## config.mk

```make
export PLATFORM = sky130hd
export DESIGN_NAME = irq_entry_unit
export DESIGN_NICKNAME = d
export VERILOG_FILES = /design/src/rtl/irq_pkg.sv /design/src/rtl/irq_select.sv /design/src/rtl/irq_save_regs.sv /design/src/rtl/irq_entry_unit.sv
export SDC_FILE = /design/constraint.sdc
export NUM_CORES = 1
export LEC_CHECK = 0
export BUFFER_PORTS_ARGS = -buffer_cell sky130_fd_sc_hd__buf_4
export CAP_MARGIN = 10
export CORE_UTILIZATION = 30
export CTS_CLUSTER_DIAMETER = 120
export DETAILED_ROUTE_END_ITERATION = 8
export PLACE_DENSITY = 0.61
export SLEW_MARGIN = 20
export SYNTH_ARGS = -nofsm -noshare
export SYNTH_HDL_FRONTEND = slang
export SYNTH_HIERARCHICAL = 1
export SYNTH_SLANG_ARGS = --single-unit
```

## constraint.sdc

```tcl
create_clock -name clk -period 4.25 [get_ports clk]
set_input_delay 0.2125 -clock clk [delete_from_list [all_inputs] [get_ports clk]]
set_output_delay 0.2125 -clock clk [all_outputs]
set_load 0.05 [all_outputs]
```

## src/rtl/irq_pkg.sv

```systemverilog
package irq_pkg;

  typedef enum logic [1:0] {
    EXC_OVERFLOW = 2'd0,
    EXC_ADDRESS  = 2'd1,
    EXC_PAGE     = 2'd2,
    EXC_OPCODE   = 2'd3
  } exc_code_e;

  typedef enum logic [1:0] {
    SRC_NONE = 2'd0,
    SRC_EXC  = 2'd1,
    SRC_SWI  = 2'd2,
    SRC_EXT  = 2'd3
  } src_e;

  // Overflow resumes past the instruction; the other causes resume at it.
  function automatic logic resumes_after(input exc_code_e c);
    return c == EXC_OVERFLOW;
  endfunction

endpackage

```

## src/rtl/irq_select.sv

```systemverilog
module irq_select
  import irq_pkg::*;
#(
  parameter int N_EXT    = 8,
  parameter int TYPE_W   = 8,
  parameter int EXT_BASE = 32
) (
  input  logic              clk,
  input  logic              rst_n,
  input  logic              busy,
  input  logic              ie,
  input  logic              instr_end,
  input  logic [N_EXT-1:0]  ext_req,
  input  logic              exc_valid,
  input  logic [1:0]        exc_code,
  input  logic              swi_valid,
  input  logic [TYPE_W-1:0] swi_type,
  output logic              take,
  output src_e              src,
  output logic [TYPE_W-1:0] win_type,
  output logic              use_next
);

  localparam int IDX_W = (N_EXT > 1) ? $clog2(N_EXT) : 1;

  logic [N_EXT-1:0] below_free;
  logic [N_EXT-1:0] ext_first;
  logic             ext_hit;
  logic [IDX_W-1:0] ext_idx;

  // Per-line: a line wins among devices if no lower line is requesting.
  genvar g;
  generate
    for (g = 0; g < N_EXT; g++) begin : g_line
      if (g == 0) begin : g_base
        assign below_free[g] = 1'b1;
      end else begin : g_chain
        assign below_free[g] = below_free[g-1] & ~ext_req[g-1];
      end
      assign ext_first[g] = ext_req[g] & below_free[g];
    end
  endgenerate

  always_comb begin
    ext_hit = 1'b0;
    ext_idx = '0;
    for (int i = 0; i < N_EXT; i++) begin
      if (ext_first[i]) begin
        ext_hit = 1'b1;
        ext_idx = IDX_W'(i);
      end
    end
  end

  always_comb begin
    src      = SRC_NONE;
    win_type = '0;
    use_next = 1'b0;
    if (exc_valid) begin
      src      = SRC_EXC;
      win_type = TYPE_W'(exc_code);
      use_next = resumes_after(exc_code_e'(exc_code));
    end else if (swi_valid) begin
      src      = SRC_SWI;
      win_type = swi_type;
      use_next = 1'b1;
    end else if (ext_hit && instr_end && ie) begin
      src      = SRC_EXT;
      win_type = TYPE_W'(EXT_BASE) + TYPE_W'(ext_idx);
      use_next = 1'b1;
    end
  end

  assign take = !busy && (src != SRC_NONE);

  // a device grant only ever happens at a boundary with enable set
  a_r3_boundary_only: assert property (@(posedge clk) disable iff (!rst_n)
    (take && src == SRC_EXT) |-> (instr_end && ie));

  // the software source never wins over a pending exception
  a_r2_swi_yields: assert property (@(posedge clk) disable iff (!rst_n)
    (take && src == SRC_SWI) |-> !exc_valid);

  // a device grant implies no higher-class source was requesting
  a_r2_ext_last: assert property (@(posedge clk) disable iff (!rst_n)
    (take && src == SRC_EXT) |-> (!exc_valid && !swi_valid));

endmodule

```

## src/rtl/irq_save_regs.sv

```systemverilog
module irq_save_regs #(
  parameter int PC_W   = 32,
  parameter int FLAG_W = 8,
  parameter int IE_BIT = 0
) (
  input  logic              clk,
  input  logic              rst_n,
  input  logic              take,
  input  logic [PC_W-1:0]   resume_pc,
  input  logic [FLAG_W-1:0] core_flags,
  input  logic              rti_fire,
  output logic [PC_W-1:0]   saved_pc,
  output logic [FLAG_W-1:0] saved_flags,
  output logic              pc_load,
  output logic [PC_W-1:0]   pc_new,
  output logic              flags_load,
  output logic [FLAG_W-1:0] flags_new
);

  logic [FLAG_W-1:0] ie_mask;

  always_comb begin
    ie_mask         = '1;
    ie_mask[IE_BIT] = 1'b0;
  end

  always_ff @(posedge clk or negedge rst_n) begin
    if (!rst_n) begin
      saved_pc    <= '0;
      saved_flags <= '0;
      pc_load     <= 1'b0;
      pc_new      <= '0;
      flags_load  <= 1'b0;
      flags_new   <= '0;
    end else begin
      pc_load    <= rti_fire;
      flags_load <= take | rti_fire;
      if (take) begin
        saved_pc    <= resume_pc;
        saved_flags <= core_flags;
        flags_new   <= core_flags & ie_mask;
      end else if (rti_fire) begin
        pc_new    <= saved_pc;
        flags_new <= saved_flags;
      end
    end
  end

  // entry always ends in a flags load with enable cleared
  a_r7_ie_cleared: assert property (@(posedge clk) disable iff (!rst_n)
    take |=> (flags_load && !flags_new[IE_BIT]));

  // a return restores exactly what the save slot held
  a_r9_restore: assert property (@(posedge clk) disable iff (!rst_n)
    rti_fire |=> (pc_load && pc_new == $past(saved_pc)
                  && flags_new == $past(saved_flags)));

  // the save slot only moves on acceptance
  a_r10_slot_hold: assert property (@(posedge clk) disable iff (!rst_n)
    !take |=> ($stable(saved_pc) && $stable(saved_flags)));

endmodule

```

## src/rtl/irq_entry_unit.sv

```systemverilog
module irq_entry_unit
  import irq_pkg::*;
#(
  parameter int N_EXT    = 8,
  parameter int PC_W     = 32,
  parameter int FLAG_W   = 8,
  parameter int EXT_BASE = 32
) (
  input  logic              clk,
  input  logic              rst_n,
  input  logic [N_EXT-1:0]  ext_req,
  input  logic              instr_end,
  input  logic              exc_valid,
  input  logic [1:0]        exc_code,
  input  logic              swi_valid,
  input  logic [7:0]        swi_type,
  input  logic [PC_W-1:0]   cur_pc,
  input  logic [PC_W-1:0]   next_pc,
  input  logic [FLAG_W-1:0] core_flags,
  input  logic              rti,
  output logic              redir_valid,
  input  logic              redir_ready,
  output logic [PC_W-1:0]   redir_addr,
  output logic [PC_W-1:0]   saved_pc,
  output logic [FLAG_W-1:0] saved_flags,
  output logic              pc_load,
  output logic [PC_W-1:0]   pc_new,
  output logic              flags_load,
  output logic [FLAG_W-1:0] flags_new
);

  localparam int TYPE_W = 8;
  localparam int ENTRY_SHIFT = 2;
  localparam int IE_BIT = 0;

  logic              take;
  src_e              src;
  logic [TYPE_W-1:0] win_type;
  logic              use_next;
  logic [PC_W-1:0]   resume_pc;
  logic [PC_W-1:0]   vec_addr;
  logic              rti_fire;

  irq_select #(
    .N_EXT   (N_EXT),
    .TYPE_W  (TYPE_W),
    .EXT_BASE(EXT_BASE)
  ) u_select (
    .clk      (clk),
    .rst_n    (rst_n),
    .busy     (redir_valid),
    .ie       (core_flags[IE_BIT]),
    .instr_end(instr_end),
    .ext_req  (ext_req),
    .exc_valid(exc_valid),
    .exc_code (exc_code),
    .swi_valid(swi_valid),
    .swi_type (swi_type),
    .take     (take),
    .src      (src),
    .win_type (win_type),
    .use_next (use_next)
  );

  assign resume_pc = use_next ? next_pc : cur_pc;
  assign rti_fire  = rti && !redir_valid && !take;

  always_comb begin
    vec_addr = '0;
    vec_addr[TYPE_W+ENTRY_SHIFT-1:0] = {win_type, {ENTRY_SHIFT{1'b0}}};
  end

  irq_save_regs #(
    .PC_W  (PC_W),
    .FLAG_W(FLAG_W),
    .IE_BIT(IE_BIT)
  ) u_save (
    .clk        (clk),
    .rst_n      (rst_n),
    .take       (take),
    .resume_pc  (resume_pc),
    .core_flags (core_flags),
    .rti_fire   (rti_fire),
    .saved_pc   (saved_pc),
    .saved_flags(saved_flags),
    .pc_load    (pc_load),
    .pc_new     (pc_new),
    .flags_load (flags_load),
    .flags_new  (flags_new)
  );

  always_ff @(posedge clk or negedge rst_n) begin
    if (!rst_n) begin
      redir_valid <= 1'b0;
      redir_addr  <= '0;
    end else if (take) begin
      redir_valid <= 1'b1;
      redir_addr  <= vec_addr;
    end else if (redir_valid && redir_ready) begin
      redir_valid <= 1'b0;
    end
  end

  // a stalled offer stays put
  a_r8_offer_hold: assert property (@(posedge clk) disable iff (!rst_n)
    (redir_valid && !redir_ready) |=> (redir_valid && $stable(redir_addr)));

  // without exception, software request or enabled boundary, no offer appears
  a_r3_masked: assert property (@(posedge clk) disable iff (!rst_n)
    (!redir_valid && !exc_valid && !swi_valid
     && !(instr_end && core_flags[IE_BIT])) |=> !redir_valid);

  // an exception with an idle output is taken at once
  a_r4_exc_now: assert property (@(posedge clk) disable iff (!rst_n)
    (!redir_valid && exc_valid) |=> redir_valid);

  // a return during an outstanding offer is dropped
  a_r9_rti_blocked: assert property (@(posedge clk) disable iff (!rst_n)
    (redir_valid && rti) |=> !pc_load);

endmodule

```

### After elaboration in Yosys (flattened, before gate mapping)

Cells that the tools add are included.

| storage, ports and cells | value |
|---|---|
| register bits after elaboration | 91 |
| input bits | 97 |
| output and inout port bits | 115 |
| word-level logic and storage cells | 73 |

| operators by class | value |
|---|---|
| $add $sub $neg | 1 |
| muxes and demuxes | 29 |
| bitwise operators | 22 |
| reduce and logical (&&, ||, !) cells | 13 |

Operators with widths:

| kind | count |
|---|---|
| 8-bit 2-to-1 mux | 5 |
| 32-bit 2-to-1 mux | 1 |
| 1-bit 2-to-1 mux | 14 |
| 1-bit bitwise AND | 13 |
| 3-bit 2-to-1 mux | 4 |
| 2-bit 2-to-1 mux | 5 |
| 1-bit NOT | 8 |
| 6-bit by 3-bit adder with 7-bit output (first input constant) | 1 |
| 1-bit logical AND | 6 |
| 2-bit nonzero test | 3 |
| 1-bit zero test | 2 |
| 2-bit zero test | 1 |
| 2-bit AND reduction | 1 |
| 1-bit bitwise OR | 1 |

### Depth between registers and ports, before layout

Gate-level depths: netlist of the first run.

| depth | value |
|---|---|
| depth in word-level cells | 20 |
| mapped depth | 11 |
| gate-level depth less buffers | 7 |

### Cells and area by module

The synthesis of the first run kept the hierarchy.

Modules (own cells, without submodules):

| module | times used | cells each | area each (µm²) | seq. area each (µm²) |
|---|---|---|---|---|
| irq_save_regs | 1 | 197 | 3239.4 | 2052.0 |
| irq_entry_unit | 1 | 82 | 1067.3 | 225.2 |
| irq_select | 1 | 40 | 239.0 | 0.0 |

### Worst setup path before layout of the first run

Ideal clock, no wire load.

| timing path | value |
|---|---|
| kind | input port to flip-flop |
| from | in ext_req[4] |
| to | reg u_save.pc_new[10] |
| setup time | 125 ps |
| arrival time | 2471 ps |
| required time | 4125 ps |
| slack | 1654 ps |
| stages on the path | 11 |
| path buffers | 4 |
| cell sequence | or4_4 > nor3_2 > o21ba_2 > a21oi_1 > buf_2 > nor3b_1 > buf_6 > nand2b_4 > buf_6 > buf_12 > mux2_4 |

| between the ends | value |
|---|---|
| word-level cells in the longest chain between the ends | 16 |
| elaborated cells on any way between the ends | 23 |
| those cells by class | mux: 7; bitwise: 9; reduce/logical: 7 |

RTL lines:

| item | RTL line | source |
|---|---|---|
| start: declaration | irq_entry_unit.sv:11 | `input logic [N_EXT-1:0] ext_req,` |
| 1-bit NOT | irq_select.sv:38 | `assign below_free[g] = below_free[g-1] & ~ext_req[g-1];` |
| 1-bit bitwise AND | irq_select.sv:38 |  |
| 1-bit bitwise AND, on equally long branches | irq_select.sv:40, irq_select.sv:38 |  |
| 1-bit 2-to-1 mux (tied with other cells) | irq_select.sv:48 | `if (ext_first[i]) begin` |
| 1-bit 2-to-1 mux or 1-bit bitwise AND (tied branches) | irq_select.sv:48, irq_select.sv:40 |  |
| 1-bit 2-to-1 mux * | irq_select.sv:48 |  |
| 1-bit logical AND * (2 in a row) | irq_select.sv:67 | `end else if (ext_hit && instr_end && ie) begin` |
| 2-bit 2-to-1 mux * | irq_select.sv:67 |  |
| 2-bit 2-to-1 mux * | irq_select.sv:63 | `end else if (swi_valid) begin` |
| 2-bit 2-to-1 mux * | irq_select.sv:59 | `if (exc_valid) begin` |
| 2-bit nonzero test * | irq_select.sv:74 | `assign take = !busy && (src != SRC_NONE);` |
| 1-bit logical AND * | irq_select.sv:74 |  |
| named net take | irq_entry_unit.sv:36 | `logic take;` |
| 1-bit zero test * | irq_entry_unit.sv:66 | `assign rti_fire = rti && !redir_valid && !take;` |
| 1-bit logical AND * | irq_entry_unit.sv:66 |  |
| named net rti_fire | irq_entry_unit.sv:42 | `logic rti_fire;` |
| 2-bit AND reduction (no line) * | -- |  |
| end signal: assignment | irq_save_regs.sv:43 | `pc_new <= saved_pc;` |
| end: declaration | irq_save_regs.sv:15 | `output logic [PC_W-1:0] pc_new,` |

The timed path passes the listed nets; every way through them passes the cells marked *.
A chain may end at the register's enable or synchronous reset.

### Worst setup path after layout of the first run

| timing path | value |
|---|---|
| from | in ext_req[4] |
| to | reg u_save.pc_new[9] |

| between the ends | value |
|---|---|
| word-level cells in the longest chain between the ends | 16 |
| elaborated cells on any way between the ends | 23 |
| those cells by class | mux: 7; bitwise: 9; reduce/logical: 7 |

RTL lines:

| item | RTL line |
|---|---|
| 1-bit NOT | irq_select.sv:38 |
| 1-bit bitwise AND | irq_select.sv:38 |
| 1-bit bitwise AND, on equally long branches | irq_select.sv:40, irq_select.sv:38 |
| 1-bit 2-to-1 mux (tied with other cells) | irq_select.sv:48 |
| 1-bit 2-to-1 mux or 1-bit bitwise AND (tied branches) | irq_select.sv:48, irq_select.sv:40 |
| 1-bit 2-to-1 mux * | irq_select.sv:48 |
| 1-bit logical AND * (2 in a row) | irq_select.sv:67 |
| 2-bit 2-to-1 mux * | irq_select.sv:67 |
| 2-bit 2-to-1 mux * | irq_select.sv:63 |
| 2-bit 2-to-1 mux * | irq_select.sv:59 |
| 2-bit nonzero test * | irq_select.sv:74 |
| 1-bit logical AND * | irq_select.sv:74 |
| named net take | irq_entry_unit.sv:36 |
| 1-bit zero test | irq_entry_unit.sv:66 |
| 1-bit logical AND | irq_entry_unit.sv:66 |
| 2-bit AND reduction (no line) * | -- |

Marked as above.

==> results of run 1 <==
how the worst max path moves through the flow:
stage,start,endpoint,cells after the start
final,ext_req[4],u_save/pc_new[9],8
after global routing,ext_req[4],u_save/pc_new[12],8
after CTS,ext_req[4],u_save/pc_new[12],8
after detailed placement,ext_req[4],u_save/pc_new[12],8
after global placement,ext_req[4],u_save/pc_new[10],8
after floorplan,ext_req[4],u_save/pc_new[10],11
per-stage QoR:
step	power (mW)	cells
6_report	5.37	691
3_3_place_gp	4.57	674
5_1_grt	5.61	691
4_1_cts	5.44	691
3_5_place_dp	4.61	674
2_1_floorplan	3.71	340
flip-flops by register name (all words and copies together) (netlist names):
| signal | flops |
|---|---|
| u_save/pc_new | 32 |
| u_save/saved_pc | 32 |
| redir_addr | 8 |
| u_save/flags_new | 8 |
| u_save/saved_flags | 8 |
| redir_valid | 1 |
| u_save/flags_load | 1 |
| u_save/pc_load | 1 |
final cells by class:
class | count | area, µm² | share of cell area (%)
inverter | 10 | 37.5 | 0.600
timing repair buffer | 192 | 1440 | 23.1
sequential | 91 | 2280 | 36.4
clock inverter | 5 | 52.6 | 0.841
multi-input combinational | 198 | 1970 | 31.5
tap | 184 | 230 | 3.68
clock buffer | 11 | 243 | 3.88
power by group through the flow:
stage	Combinational [mW]	Clock, mW	Sequential [mW]
5_1_grt	3.13	0.863	1.61
4_1_cts	3.04	0.832	1.56
6_report	3.02	0.792	1.55
2_1_floorplan	0.780	0	2.93
3_3_place_gp	3.01	0	1.56
3_5_place_dp	3.04	0	1.57
routing by layer:
| layer | vias to the layer above | share of wire, % |
|---|---|---|
| met5 | - | 0 |
| met4 | 0 | 1.7 |
| met3 | 14 | 7.5 |
| met2 | 124 | 47 |
| met1 | 1471 | 43 |
| li1 | 1420 | - |
tightest hold or removal path: cells and delay by family:
| kind | cells | cell delay [ps] |
|---|---|---|
| and+or+nand+nor | 1 | 50 |
| buffers and inverters | 1 | 70 |
| AOI/OAI and AO/OA | 1 | 60 |
==> impl_metrics.env, run 1 <==
export IMPL_max_freq_mhz=392
export IMPL_drive_above_1_share_pct=63.3
export IMPL_finalCritPeriodShare_pct=60.0
export IMPL_top_usage_layer="met2"
export IMPL_antenna_cells=0
export IMPL_overflow=0
export IMPL_p_leak_nw=3.14
export IMPL_hp_start="core_flags[2]"
export IMPL_grt_pass1_vias=3115
export IMPL_status="complete, but fails checks"
export IMPL_end_kind="flop"
export IMPL_violations="DRC"
export IMPL_pre_cts_ws_ps=1340
export IMPL_skew_ps=4.33
export IMPL_crit_arrival_ps=2770
export IMPL_antenna_found_initial=0
export IMPL_layout_common_cells="buf_4 (191), dfrtp_1 (91), mux2_4 (60), mux2_2 (45), conb_1 (24)"
export IMPL_slew_headroom_pct=49.7
export IMPL_fillers=1370
export IMPL_crit_chain="buf_4 -> or4_4 -> nor3_2 -> o21ba_2 -> a21oi_4 -> buf_4 -> nand2b_4 -> mux2_4"
export IMPL_design_area_um2=6250
export IMPL_whs_path_depth=3
export IMPL_drv_slew=0
export IMPL_power_frac_seq_pct=29.0
export IMPL_gp_congestion=0.774
export IMPL_worstSetupStartpointType="input pin"
export IMPL_r2r_end="u_save/pc_new[0]"
export IMPL_clock_latency_ps=340
export IMPL_ys_warn_count=6
export IMPL_area_growth_syn_to_layout_pct=37.8
export IMPL_grt_max_degree=67
export IMPL_place_area_um2=5950
export IMPL_core_rowCount=44
export IMPL_clockBufferDepth=2
export IMPL_hold_viol=0
export IMPL_internal_power_mw=2.81
export IMPL_drtAntennaViolNets=0
export IMPL_reg2reg_from="redir_valid"
export IMPL_grt_use_met1_pct=17.0
export IMPL_syn_avg_cell_area_um2=14.3
export IMPL_critical_path_max_fanout=66
export IMPL_fin_nets=599
export IMPL_required_ps=4470
export IMPL_cts_buffers=9
export IMPL_drtPass1Iterations=6
export IMPL_rsz0062_at_grt="no"
export IMPL_p_switching_mw=2.56
export IMPL_dieArea_um2=15600
export IMPL_cts_hold_buf=1
export IMPL_io_pins=212
export IMPL_use_met3_pct=4.49
export IMPL_worst_pin_slew_ps=755
export IMPL_ctsHtreeMaxLevel=3
export IMPL_timing_hold_ws_ps=93.5
export IMPL_fin_ws_ps=1700
export IMPL_ir_drop_v=0.000405
export IMPL_worstRegToRegCells=4
export IMPL_syn_cell_area_um2=4540
export IMPL_critPathMostFrequentCell="buf_4"
export IMPL_slowest_delay_ps=550
export IMPL_p_per_area_nw_per_um2=858
export IMPL_clkPwrFrac_pct=14.8
export IMPL_die_h_um=125
export IMPL_viasPerCell=4.38
export IMPL_worstSetupPathType="in -> reg"
export IMPL_final_common_cell="buf_4"
export IMPL_switching_share_pct=47.7
export IMPL_cts_tree="built"
export IMPL_fin_util_pct=42.7
export IMPL_min_to="u_save/saved_flags[2]"
export IMPL_crit_buf_inv=2
export IMPL_post_route_drc_count=32
export IMPL_cp_slowest_cell="or4_4"
export IMPL_hp_class="in -> reg"
export IMPL_cap_violations=0
export IMPL_crit_family="simple AND/OR/NAND/NOR gates"
export IMPL_rrSetupSlack_ps=1770
export IMPL_cts_root_buffer="clkbuf_16"
export IMPL_grt_use_met2_pct=20.7
export IMPL_grt_pass1_wl_um=16400
export IMPL_setup_viol=0
export IMPL_dp_hpwl_um=7270
export IMPL_wirelength_um=10100
export IMPL_post_cts_buffers=0
export IMPL_clock_sinks=91
export IMPL_wl_per_cell_um=14.7
export IMPL_grt_usage_pct=13.3
export IMPL_cts_resized=0
export IMPL_start_util_pct=31.0
export IMPL_fin_setup_tns_ps=0
export IMPL_cts_clk_slew_worst_paths_ps=60
export IMPL_dieWidth_um=125
export IMPL_syn_inst=317
export IMPL_coreArea_um2=14600
export IMPL_io_buffers=187
export IMPL_drt_initial_drc_count=134
export IMPL_combPwrFrac_pct=56.3
export IMPL_layout_min_cycle_time_ps=2550
export IMPL_vias=3029
Power figures use the tool's default switching activity.
==> inputs of run 2 (changes only) <==
- ABC_AREA: not set -> 1
- clock period: 4.25 -> 2.55 ns (I/O delays scaled with it)
==> impl_metrics.env, run 2 <==
export IMPL_status="finished, final reports clean"
export IMPL_p_total_mw=8.30
export IMPL_syn_cell_area_um2=4490
export IMPL_cts_root_buffer="clkbuf_16"
export IMPL_setup_viol=0
export IMPL_slew_headroom_pct=62.8
export IMPL_worstSetupPathType="in -> reg"
export IMPL_dieWidth_um=124
export IMPL_final_common_cell="nand2_1"
export IMPL_fin_util_pct=43.3
export IMPL_syn_avg_cell_area_um2=8.37
export IMPL_hold_viol=0
export IMPL_clock_sinks=91
export IMPL_area_growth_syn_to_layout_pct=40.1
export IMPL_min_to="u_save/saved_flags[4]"
export IMPL_grt_use_met2_pct=24.4
export IMPL_startpoint="ext_req[0]"
export IMPL_io_pins=212
export IMPL_grt_usage_pct=15.5
export IMPL_end_kind="flop"
export IMPL_gp_congestion=0.743
export IMPL_rsz0062_at_grt="no"
export IMPL_crit_arrival_ps=2070
export IMPL_cts_resized=0
export IMPL_coreArea_um2=14500
export IMPL_antenna_cells=0
export IMPL_reg2reg_from="redir_valid"
export IMPL_cts_tree="built"
export IMPL_fin_setup_tns_ps=0
export IMPL_dp_hpwl_um=8620
export IMPL_die_h_um=124
export IMPL_r2r_end="u_save/pc_new[23]"
export IMPL_clock_latency_ps=340
export IMPL_cp_slowest_cell="nor2_1"
export IMPL_io_buffers=187
export IMPL_skew_ps=6.28
export IMPL_cap_violations=0
export IMPL_syn_inst=536
export IMPL_wirelength_um=11500
export IMPL_rrSetupSlack_ps=750
export IMPL_cts_hold_buf=5
export IMPL_cts_clk_slew_worst_paths_ps=70
export IMPL_overflow=0
export IMPL_antenna_found_initial=0
export IMPL_layout_common_cells="nand2_1 (230), buf_4 (194), dfrtp_1 (91), inv_1 (43), o21ai_0 (43)"
export IMPL_clockBufferDepth=2
export IMPL_post_cts_buffers=0
export IMPL_worst_pin_slew_ps=559
export IMPL_worstSetupStartpointType="input pin"
export IMPL_use_met3_pct=5.58
export IMPL_grt_pass1_wl_um=19400
export IMPL_drt_initial_drc_count=151
export IMPL_multi_input_area_um2=1700
export IMPL_vias=3844
export IMPL_slowest_delay_ps=280
export IMPL_drtAntennaViolNets=0
export IMPL_viasPerCell=4.22
export IMPL_drv_slew=0
export IMPL_ys_warn_count=6
export IMPL_fillers=1499
export IMPL_whs_path_depth=3
export IMPL_timing_hold_ws_ps=29.0
export IMPL_grt_pass1_vias=3912
export IMPL_post_route_drc_count=0
export IMPL_p_per_area_nw_per_um2=1320
export IMPL_start_util_pct=30.9
export IMPL_cts_buffers=9
export IMPL_crit_chain="buf_4 -> nor2_2 -> nand2_2 -> nor2_4 -> nand4_4 -> nand2_2 -> nand3_1 -> nand2_1 -> inv_2 -> inv_2 -> nand2_1 -> nor2_1 -> nand2_4 -> buf_4 -> nand2_1 -> o21ai_2"
export IMPL_drtPass1Iterations=4
export IMPL_wl_per_cell_um=12.6
export IMPL_finalCritPeriodShare_pct=72.0
export IMPL_dieArea_um2=15400
export IMPL_p_leak_nw=3.44
export IMPL_top_usage_layer="met2"
export IMPL_hp_class="in -> reg"
export IMPL_drive_above_1_share_pct=36.5
export IMPL_biggestRegsByFlops="u_save/pc_new: 32 flops, u_save/saved_pc: 32 flops"
export IMPL_layout_min_cycle_time_ps=1840
export IMPL_ir_drop_v=0.000690
export IMPL_critPathMostFrequentCell="nand2_1"
export IMPL_hp_start="core_flags[4]"
export IMPL_ctsHtreeMaxLevel=3
export IMPL_fin_nets=820
export IMPL_regArea_um2=2280
export IMPL_worstRegToRegCells=10
export IMPL_core_rowCount=44
export IMPL_grt_max_degree=52
export IMPL_max_freq_mhz=544
export IMPL_grt_use_met1_pct=20.0
export IMPL_required_ps=2780
export IMPL_critical_path_max_fanout=18
## run 2: worst max path at each step
| stage | end |
|---|---|
| after floorplan | u_save/pc_new[10] |
| after detailed placement | u_save/pc_new[23] |
| final | u_save/pc_new[23] |
| after global placement | u_save/pc_new[19] |
| after global routing | u_save/pc_new[25] |
| after CTS | u_save/pc_new[23] |
## run 2: power breakdown
part / internal [mW] / total [mW] / switching, mW
Sequential: 2.03 / 2.37 / 0.339
Clock: 0.957 / 1.51 / 0.555
Combinational: 1.21 / 4.42 / 3.21
Total: 4.20 / 8.30 / 4.10
## run 2: cell type report
class,instances,share of cell area (%)
sequential,91,36.2
multi-input combinational,370,27.0
timing repair buffer,201,24.6
tap,184,3.66
clock buffer,9,3.58
inverter,50,3.14
clock inverter,6,1.81
## run 2: layer usage
layer  share of wire, %  up-vias
met1                 45     1732
met3                7.6       13
met2                 46      130
li1                   -     1969
met4                1.1        0
met5                  0        -
## run 2: critical path, delay by kind of cell
kind | cells | cell delay, ps
AOI/OAI and AO/OA | 1 | 50
buffers and inverters | 4 | 560
and+or+nand+nor | 11 | 1310
## run 2: metrics by stage
step | cells | area, µm² | setup WS, ps
floorplan | 559 | 4570 | 575
global placement | 891 | 5900 | 434
detailed placement | 891 | 5900 | 321
CTS | 911 | 6290 | 695
global route | 911 | 6290 | 475
finish | 911 | 6290 | 713
==> inputs of run 3 (changes only) <==
- PLACE_DENSITY: 0.61 -> 0.63
- clock period: 2.55 -> 1.6 ns (I/O delays scaled with it)
==> impl_metrics.env, run 3 (same netlist as run 2, synthesis figures left out) <==
export IMPL_status="finished, final reports clean"
export IMPL_dp_hpwl_um=8560
export IMPL_antenna_cells=0
export IMPL_clock_sinks=91
export IMPL_cts_tree="built"
export IMPL_dieWidth_um=124
export IMPL_rsz0062_at_grt="no"
export IMPL_drv_slew=0
export IMPL_p_per_area_nw_per_um2=2030
export IMPL_setup_viol=0
export IMPL_grt_pass1_vias=3808
export IMPL_topRoutingLayerUsed="met4"
export IMPL_required_ps=1830
export IMPL_area_growth_syn_to_layout_pct=44.6
export IMPL_viasPerCell=4.21
export IMPL_end_kind="flop"
export IMPL_clock_latency_ps=340
export IMPL_fillers=1499
export IMPL_grt_pass1_wl_um=19400
export IMPL_wl_per_cell_um=12.3
export IMPL_hp_class="in -> reg"
export IMPL_wirelength_um=11400
export IMPL_critical_path_max_fanout=8
export IMPL_grt_usage_pct=15.6
export IMPL_core_rowCount=44
export IMPL_overflow=0
export IMPL_fin_ws_ps=168
export IMPL_fin_nets=840
export IMPL_pre_cts_ws_ps=-131
export IMPL_worstSetupStartpointType="flop"
export IMPL_combPwrFrac_pct=55.3
export IMPL_drtAntennaViolNets=0
export IMPL_wl_met2_um=5190
export IMPL_finalCritPeriodShare_pct=89.5
export IMPL_layout_common_cells="nand2_1 (222), buf_4 (206), dfrtp_1 (90), inv_1 (43), o21ai_0 (36)"
export IMPL_switching_share_pct=50.0
export IMPL_regArea_um2=2280
export IMPL_final_common_cell="nand2_1"
export IMPL_ir_drop_v=0.00105
export IMPL_power_frac_seq_pct=28.6
export IMPL_p_leak_nw=3.53
export IMPL_vias=3915
export IMPL_ctsHtreeMaxLevel=3
export IMPL_p_switching_mw=6.58
export IMPL_hold_viol=0
export IMPL_antenna_found_initial=0
export IMPL_drive_above_1_share_pct=38.7
export IMPL_cts_buffers=9
export IMPL_p_total_mw=13.1
export IMPL_layout_min_cycle_time_ps=1430
export IMPL_io_pins=212
export IMPL_io_buffers=187
export IMPL_clkPwrFrac_pct=16.1
export IMPL_start_util_pct=30.9
export IMPL_skew_ps=5.31
export IMPL_crit_arrival_ps=1660
export IMPL_post_cts_buffers=0
export IMPL_dpl_cell_count=906
export IMPL_coreArea_um2=14500
export IMPL_wl_met3_um=709
export IMPL_cts_root_buffer="clkbuf_16"
export IMPL_clockBufferDepth=2
export IMPL_grt_max_degree=55
export IMPL_post_route_drc_count=0
export IMPL_internal_power_mw=6.57
export IMPL_multi_input_area_um2=1740
export IMPL_max_freq_mhz=698
export IMPL_gp_congestion=0.733
export IMPL_worstSetupPathType="reg -> reg"
export IMPL_stdcell_count=931
export IMPL_die_h_um=124
export IMPL_biggestRegsByFlops="u_save/pc_new: 32 flops, u_save/saved_pc: 32 flops"
export IMPL_met1_length_um=5380
export IMPL_cts_clk_slew_worst_paths_ps=60
export IMPL_cap_violations=0
export IMPL_dieArea_um2=15400
export IMPL_drtPass1Iterations=4
export IMPL_drt_initial_drc_count=162
run 3: cell count changes in the layout (fill, tap and decap cells not counted), moves of 5 or more:
cell	change
buf_4	+12
nand2_1	-8
dlygate4sd3_1	+5
o21ai_1	+7
o21ai_0	-7
nand2_2	+7
run 3: path summary, 6_finish.rpt:
check / from / endpoint / slack [ps] / depth (start not counted)
setup / recovery: redir_valid / u_save/flags_new[7] / 170 / 11
hold / removal: swi_type[1] / redir_addr[3] / 40 / 5
setup reg to reg: redir_valid / u_save/flags_new[7] / 170 / 11
hold reg to reg: redir_addr[7] / redir_addr[7] / 480 / 2
max in group asynchronous: rst_n / u_save/pc_new[31] / 810 / 3
min in group asynchronous: rst_n / u_save/saved_pc[7] / 210 / 2
run 3: layer usage:
layer  GRT usage, %  vias to the layer above
li1               -                     2002
met1           21.2                     1763
met2           24.4                      139
met3           3.74                       11
met4           4.89                        0
met5              0                        -
run 3: what timing repair did:
action                                  4_1_cts  5_1_grt
endpoints found under the setup margin        0        7
resized for setup                             0        1
hold buffers                                 10        0
endpoints found under the hold margin        34        0
run 3: through the flow:
step           utilization (%)  TNS (ps)  hold slack (ps)  area (µm²)
6_report                  44.6         0             39.6        6480
5_1_grt                   44.6         0             53.6        6480
4_1_cts                   44.6         0             27.1        6480
3_5_place_dp              41.9     -4570             29.0        6090
3_3_place_gp              41.9     -4240             24.3        6090
2_1_floorplan                -     -2360             -216        4630
run 3: critical path, cell delays in order, from the launching register on:
cell and delay [ps]:
dfrtp_2 440, inv_1 60, nand2_1 50, inv_2 120, inv_8 40, nand2_4 50, nor2_4 40, buf_4 130
nor2_2 140, inv_2 120, nand2_1 90, nand2_1 50
run 3: cell type report:
class | instances | area share (%)
flip-flops and latches | 91 | 35.1
multi-input cells | 370 | 26.8
repair buffers | 221 | 26.8
clock buffers | 13 | 4.01
well taps | 184 | 3.55
inverters | 50 | 3.16
clock inverters | 2 | 0.540
run 3: power by group through the flow:
stage                     combinational [mW]  sequential [mW]  clock [mW]
after floorplan                         1.78             7.01           0
after global placement                  7.27             3.79           0
after detailed placement                7.33             3.78           0
after CTS                               7.34             3.77        2.19
after global routing                    7.71             3.90        2.30
final                                   7.26             3.76        2.12
